**src/rtl/cgmt_pkg.sv**
```systemverilog
// Shared types for the coarse-grained thread switch controller.
// Assumes exactly two hardware contexts, so an ID is one bit.
package cgmt_pkg;
    localparam int unsigned NUM_THR = 2;
    localparam int unsigned TID_W   = 1;
    typedef logic [TID_W-1:0] tid_t;
endpackage

```
**src/rtl/cgmt_pc_bank.sv**
```systemverilog
// Per-context program counters. Only the running context's PC changes.
// A miss load has priority over a fetch advance.
// Assumes load is only raised for the running context.
module cgmt_pc_bank
    import cgmt_pkg::*;
#(
    parameter int unsigned     PC_W    = 32,
    parameter int unsigned     PC_STEP = 4,
    parameter logic [PC_W-1:0] RST_PC0 = 32'h100,
    parameter logic [PC_W-1:0] RST_PC1 = 32'h800
) (
    input  logic                         clk,
    input  logic                         rst_n,
    input  tid_t                         run_tid,
    input  logic                         adv,
    input  logic                         load,
    input  logic [PC_W-1:0]              load_pc,
    output logic [NUM_THR-1:0][PC_W-1:0] pc_q
);
    localparam logic [PC_W-1:0] STEP_V = PC_STEP[PC_W-1:0];

    logic past_vld;

    // Marks that at least one clock has passed since reset, for $past checks.
    always_ff @(posedge clk) begin
        if (!rst_n) past_vld <= 1'b0;
        else        past_vld <= 1'b1;
    end

    for (genvar i = 0; i < NUM_THR; i++) begin : g_ctx
        localparam logic [PC_W-1:0] RST_V = (i == 0) ? RST_PC0 : RST_PC1;

        // Keeps context i's PC: reset, reload on miss, or step on fetch.
        always_ff @(posedge clk) begin
            if (!rst_n)                                pc_q[i] <= RST_V;
            else if (run_tid == tid_t'(i) && load)     pc_q[i] <= load_pc;
            else if (run_tid == tid_t'(i) && adv)      pc_q[i] <= pc_q[i] + STEP_V;
        end


        pc_idle_hold_chk: assert property (@(posedge clk) disable iff (!rst_n)
            (past_vld && $past(run_tid) != tid_t'(i)) |-> $stable(pc_q[i]));
    end
endmodule

```
**src/rtl/cgmt_wait_trk.sv**
```systemverilog
// Blocked-on-miss flags. A miss counts only for the running, unblocked
// context. A return clears a flag only when it is set.
// Assumes pulses are one cycle wide per event.
module cgmt_wait_trk
    import cgmt_pkg::*;
(
    input  logic               clk,
    input  logic               rst_n,
    input  tid_t               run_tid,
    input  logic [NUM_THR-1:0] miss_vld,
    input  logic [NUM_THR-1:0] ret_vld,
    output logic               acc_miss,
    output logic [NUM_THR-1:0] wait_q,
    output logic [NUM_THR-1:0] wait_nxt
);
    logic past_vld;

    // Decides whether the running context's miss is taken.
    always_comb begin
        acc_miss = miss_vld[run_tid] && !wait_q[run_tid];
    end

    // Builds the next blocked flags from accepted misses and returns.
    always_comb begin
        for (int i = 0; i < NUM_THR; i++) begin
            wait_nxt[i] = (wait_q[i] && !ret_vld[i]) ||
                          (acc_miss && run_tid == tid_t'(i));
        end
    end

    // Holds the blocked flags.
    always_ff @(posedge clk) begin
        if (!rst_n) wait_q <= '0;
        else        wait_q <= wait_nxt;
    end

    // Marks that at least one clock has passed since reset.
    always_ff @(posedge clk) begin
        if (!rst_n) past_vld <= 1'b0;
        else        past_vld <= 1'b1;
    end

    for (genvar i = 0; i < NUM_THR; i++) begin : g_chk

        wait_only_runner_chk: assert property (@(posedge clk) disable iff (!rst_n)
            (past_vld && $rose(wait_q[i])) |-> ($past(run_tid) == tid_t'(i)));
    end
endmodule

```
**src/rtl/cgmt_thr_pick.sv**
```systemverilog
// Chooses the running context from the next blocked flags. The favoured
// context wins whenever it is free. With both blocked, the choice holds.
// Raises a one-cycle flush on an accepted miss or any change of context.
module cgmt_thr_pick
    import cgmt_pkg::*;
#(
    parameter int unsigned PREF = 0
) (
    input  logic               clk,
    input  logic               rst_n,
    input  logic [NUM_THR-1:0] wait_nxt,
    input  logic               acc_miss,
    output tid_t               run_tid,
    output logic               flush_q
);
    localparam tid_t PREF_T = tid_t'(PREF);
    localparam tid_t OTH_T  = tid_t'(1 - PREF);

    tid_t tid_nxt;
    logic flush_nxt;

    // Priority pick: favoured, then other, else keep the current one.
    always_comb begin
        if (!wait_nxt[PREF_T])     tid_nxt = PREF_T;
        else if (!wait_nxt[OTH_T]) tid_nxt = OTH_T;
        else                       tid_nxt = run_tid;
        flush_nxt = acc_miss || (tid_nxt != run_tid);
    end

    // Registers the selected context and the flush pulse.
    always_ff @(posedge clk) begin
        if (!rst_n) begin
            run_tid <= PREF_T;
            flush_q <= 1'b0;
        end else begin
            run_tid <= tid_nxt;
            flush_q <= flush_nxt;
        end
    end
endmodule

```
**src/rtl/cgmt_switch_ctrl.sv**
```systemverilog
// Top of the coarse-grained thread switch controller for two contexts.
// Tracks blocked flags, picks the context and keeps per-context PCs.
// Fetch is gated in the flush cycle and while the selected context is blocked.
// Assumes miss_pc is the address of the missing instruction.
module cgmt_switch_ctrl
    import cgmt_pkg::*;
#(
    parameter int unsigned     PC_W    = 32,
    parameter int unsigned     PC_STEP = 4,
    parameter int unsigned     PREF    = 0,
    parameter logic [PC_W-1:0] RST_PC0 = 32'h100,
    parameter logic [PC_W-1:0] RST_PC1 = 32'h800
) (
    input  logic              clk,
    input  logic              rst_n,
    input  logic [1:0]        miss_vld,
    input  logic [PC_W-1:0]   miss_pc,
    input  logic [1:0]        ret_vld,
    input  logic              fetch_rdy,
    output logic              act_tid,
    output logic              fetch_vld,
    output logic [PC_W-1:0]   fetch_pc,
    output logic              flush
);
    tid_t                         run_tid;
    logic                         flush_q;
    logic                         acc_miss;
    logic [NUM_THR-1:0]           wait_q;
    logic [NUM_THR-1:0]           wait_nxt;
    logic [NUM_THR-1:0][PC_W-1:0] pc_q;
    logic                         fire;
    logic                         past_vld;

    cgmt_wait_trk u_wait (
        .clk      (clk),
        .rst_n    (rst_n),
        .run_tid  (run_tid),
        .miss_vld (miss_vld),
        .ret_vld  (ret_vld),
        .acc_miss (acc_miss),
        .wait_q   (wait_q),
        .wait_nxt (wait_nxt)
    );

    cgmt_thr_pick #(.PREF(PREF)) u_pick (
        .clk      (clk),
        .rst_n    (rst_n),
        .wait_nxt (wait_nxt),
        .acc_miss (acc_miss),
        .run_tid  (run_tid),
        .flush_q  (flush_q)
    );

    cgmt_pc_bank #(
        .PC_W    (PC_W),
        .PC_STEP (PC_STEP),
        .RST_PC0 (RST_PC0),
        .RST_PC1 (RST_PC1)
    ) u_pcs (
        .clk     (clk),
        .rst_n   (rst_n),
        .run_tid (run_tid),
        .adv     (fire),
        .load    (acc_miss),
        .load_pc (miss_pc),
        .pc_q    (pc_q)
    );

    // Drives the fetch interface from the selected context.
    always_comb begin
        fetch_vld = !flush_q && !wait_q[run_tid];
        fire      = fetch_vld && fetch_rdy;
        fetch_pc  = pc_q[run_tid];
        act_tid   = run_tid;
        flush     = flush_q;
    end

    // Marks that at least one clock has passed since reset.
    always_ff @(posedge clk) begin
        if (!rst_n) past_vld <= 1'b0;
        else        past_vld <= 1'b1;
    end


    pref_runs_chk: assert property (@(posedge clk) disable iff (!rst_n)
        !wait_q[tid_t'(PREF)] |-> (run_tid == tid_t'(PREF)));


    switch_flush_chk: assert property (@(posedge clk) disable iff (!rst_n)
        (past_vld && act_tid != $past(act_tid)) |-> flush);
endmodule

```
**config.mk**
```make
export PLATFORM = sky130hd
export DESIGN_NAME = cgmt_switch_ctrl
export DESIGN_NICKNAME = d
export VERILOG_FILES = /design/src/rtl/cgmt_pkg.sv /design/src/rtl/cgmt_pc_bank.sv /design/src/rtl/cgmt_wait_trk.sv /design/src/rtl/cgmt_thr_pick.sv /design/src/rtl/cgmt_switch_ctrl.sv
export SDC_FILE = /design/constraint.sdc
export NUM_CORES = 1
export LEC_CHECK = 0
export ABC_AREA = 1
export BUFFER_PORTS_ARGS = -buffer_cell sky130_fd_sc_hd__buf_2
export CAP_MARGIN = 10
export CORE_ASPECT_RATIO = 0.7
export CORE_MARGIN = 5
export CORE_UTILIZATION = 45
export CTS_CLUSTER_SIZE = 30
export DETAILED_ROUTE_END_ITERATION = 8
export PLACE_DENSITY = 0.66
export SLEW_MARGIN = 15
export SYNTH_ARGS = -nofsm -noshare
export SYNTH_HDL_FRONTEND = slang
export SYNTH_SLANG_ARGS = --single-unit
```
**constraint.sdc**
```tcl
create_clock -name clk -period 1.95 [get_ports clk]
set_input_delay 0.2925 -clock clk [delete_from_list [all_inputs] [get_ports clk]]
set_output_delay 0.2925 -clock clk [all_outputs]
set_load 0.005 [all_outputs]
```
==> summary.txt <==
WHS = 208.4 ps
worst r2r src = u_pcs.pc_q[3]
DIE AREA = 12,840 sq um
Final ANT Viol Nets = 0
YS warnings = 0
fmax = 550.1 MHz
Data arrival, critical path = 1530 ps
largest net degree at the start of global routing = 55
HP Class = in2reg
Final min period = 1818 ps
count of different cell masters after synthesis = 28
share of cells above drive strength 1 = 13.91%
Core Rows = 31
dpl hpwl = 13,170 um
# nets final = 942
Initial Util = 46.24%
final hold vios = 0
Area Growth Syn to Fin = 16.75%
Die Ht = 96.31 um
Clock Tree Root = clkbuf_16
Slew headroom = 74.66%
clock sinks = 68
initial DRC count = 513
DP Cell Count = 1,022
RSZ-0062 raised after global routing = yes
CP Capture Type = primary output
TritonCTS clock tree = done
post-route core utilization = 53.98%
critical path type = reg2out
WL/cell = 16.23 um
register area share after synthesis = 28.43%
Synth top area share = 28.43%
critical-path cell list = buf_6 -> nand2_1 -> o21ai_0 -> buf_2
vias = 5,528
register area = 1363 sq um
Worst Hold Path Cells = 3
Worst-path clk slew = 60 ps
Area contributors post-synth = dfxtp_1 28%, nand2_1 22%, nor2_1 9.6%, o21ai_0 8.2%, inv_1 6.5%
total wire length = 16,850 um
I/O Pins = 74
Worst IR Drop VDD = 0.0004183 V
DRC Markers = 0
Tot Pwr = 4.005 mW
Worst-Skew Late Latency = 340 ps
multi-input logic area = 2964 sq um
Max stage delay on crit path = 440 ps
final slew viol count = 0
vias in the first global route = 5,196
# diodes = 0
Max clock buf depth = 2
Crit-path slowest cell = dfxtp_2
Worst-Margin Slew = 379.2 ps
Register-to-Register Path Depth = 10
Final Wtd Congestion = 0.9373
global-route wire length before repair = 26,760 um
Top Family by Delay on Critical Path = buffers and inverters
Mapped Cells = 830
DP Worst Slack = 140.5 ps
Levels on crit path = 4
Core Region = 10,360 sq um
Buf+Inv Stages, Crit Path = 2
synthesized area per cell = 5.769 sq um
max_cap viols = 0
status = finished clean
final period utilization = 93.22%
CP startpoint kind = register
gr usage total = 26.68%
Hold-fix buffers, CTS = 0
Worst Setup Slack, final = 132.1 ps
Finished Layout Cells = 1,038
Leak Pwr = 2.229 nW
worst-path maximum fanout = 54
Vias/cell = 5.326
Initial DRT Pass Iterations = 5
grt ovf = 0
clk_skew = 6.763 ps
Fill cells = 1,078
port bufs = 73
chip width = 133.3 um
H-tree levels = 3
Worst Path Required = 1660 ps
initial antenna violation count = 0
syn_nets = 871
final setup fails = 0
P per Cell Area = 716.3 nW/um^2
Yosys top cell by area = dfxtp_1
FF+latch count, synth = 68
CTS Buf Count = 9
Worst Setup SP = u_pick.run_tid
Synth Cell Area = 4788 sq um
hold_sp = miss_pc[11]
## area by class of cell
class / instances / area share [%]
well taps: 132 / 2.954
clock buffers: 9 / 4.029
clock inverters: 7 / 1.209
multi-input cells: 649 / 53.02
inverters: 85 / 5.797
repair buffers: 88 / 8.617
flip-flops and latches: 68 / 24.37
## cells by family after synthesis
| logic type | after synthesis | synth area share (%) |
|---|---|---|
| AO/OA/AOI/OAI | 145 | 15.49 |
| buffers and inverters | 113 | 9.720 |
| AND/OR/NAND/NOR | 477 | 41.26 |
| flip-flops | 68 | 28.43 |
| adder cells (fa/ha/maj) | 2 | 0.5225 |
| XOR/XNOR | 25 | 4.573 |
## routing by layer
layer / wire, um / part of all wire (%) / vias to the layer above / track usage, %
li1: - / - / 2764 / -
met3: 1440 / 8.5 / 17 / 5.956
met2: 7350 / 44 / 227 / 41.60
met5: 0 / 0 / - / 0
met1: 7874 / 47 / 2520 / 37.98
met4: 181 / 1.1 / 0 / 5.565
## report_power, final
part / internal (mW) / switching [mW] / total [mW] / leakage [nW]
combinational: 0.261 / 0.490 / 0.751 / 1.54
clock: 0.983 / 0.663 / 1.65 / 0.137
sequential: 1.49 / 0.120 / 1.61 / 0.557
total: 2.73 / 1.27 / 4.00 / 2.23
## state kept, by name, summed over array words and instances (netlist names)
| name | flops |
|---|---|
| u_pcs.pc_q | 64 |
| u_wait.wait_q | 2 |
| u_pick.flush_q | 1 |
| u_pick.run_tid | 1 |
## per-stage QoR
step / area, sq um / TNS [ps]
6_report: 5590 / 0
5_1_grt: 5590 / -129.6
4_1_cts: 5584 / 0
3_5_place_dp: 5291 / 0
3_3_place_gp: 5291 / 0
2_1_floorplan: 4788 / 0
## tightest hold or removal path, cell delays in order
cell	delay, ps
buf_2	100
nand2_1	50
nand4_1	70
## final timing paths
check                                       to  slack [ps]
worst max-delay path              fetch_pc[13]         130
worst min-delay path            u_pcs.pc_q[43]         210
worst max register to register  u_pcs.pc_q[30]         140
worst min register to register  u_pcs.pc_q[33]         460
## Yosys cell counts
cell      number
ha_1           2
buf_4          4
a31oi_1       11
and2_1         5
a21oi_1       51
o21ai_0       78
nand2_1      284
nand2_2        5
buf_2          5
nor2_1       123
nor2_2         4
buf_1          1
nand4_4        2
xnor2_1        6
nand3_2        2
buf_6          2
nor2_4         4
nand4_1        5
dfxtp_1       68
nand3_1       42
o21ai_1        3
xor2_1        19
inv_1         83
inv_6          1
inv_2          1
o22ai_1        2
nand2_4        1
clkbuf_1      16
## cells in the final DEF, fill, tap and decap left out, drive strengths merged
master      n
nand2     290
nor2      131
buf        88
inv        85
o21ai      81
dfxtp      68
a21oi      51
nand3      44
xor2       19
a31oi      11
clkbuf      9
nand4       7
xnor2       6
and2        5
clkinv      3
clkinvlp    3
o22ai       2
ha          2
bufinv      1
## what timing repair did
action                                  in CTS  in global routing
buffers inserted                             0                  0
gates resized for setup                      0                  2
endpoints found under the setup margin       0                 32
Note: power is estimated with default switching activity, not from simulation.
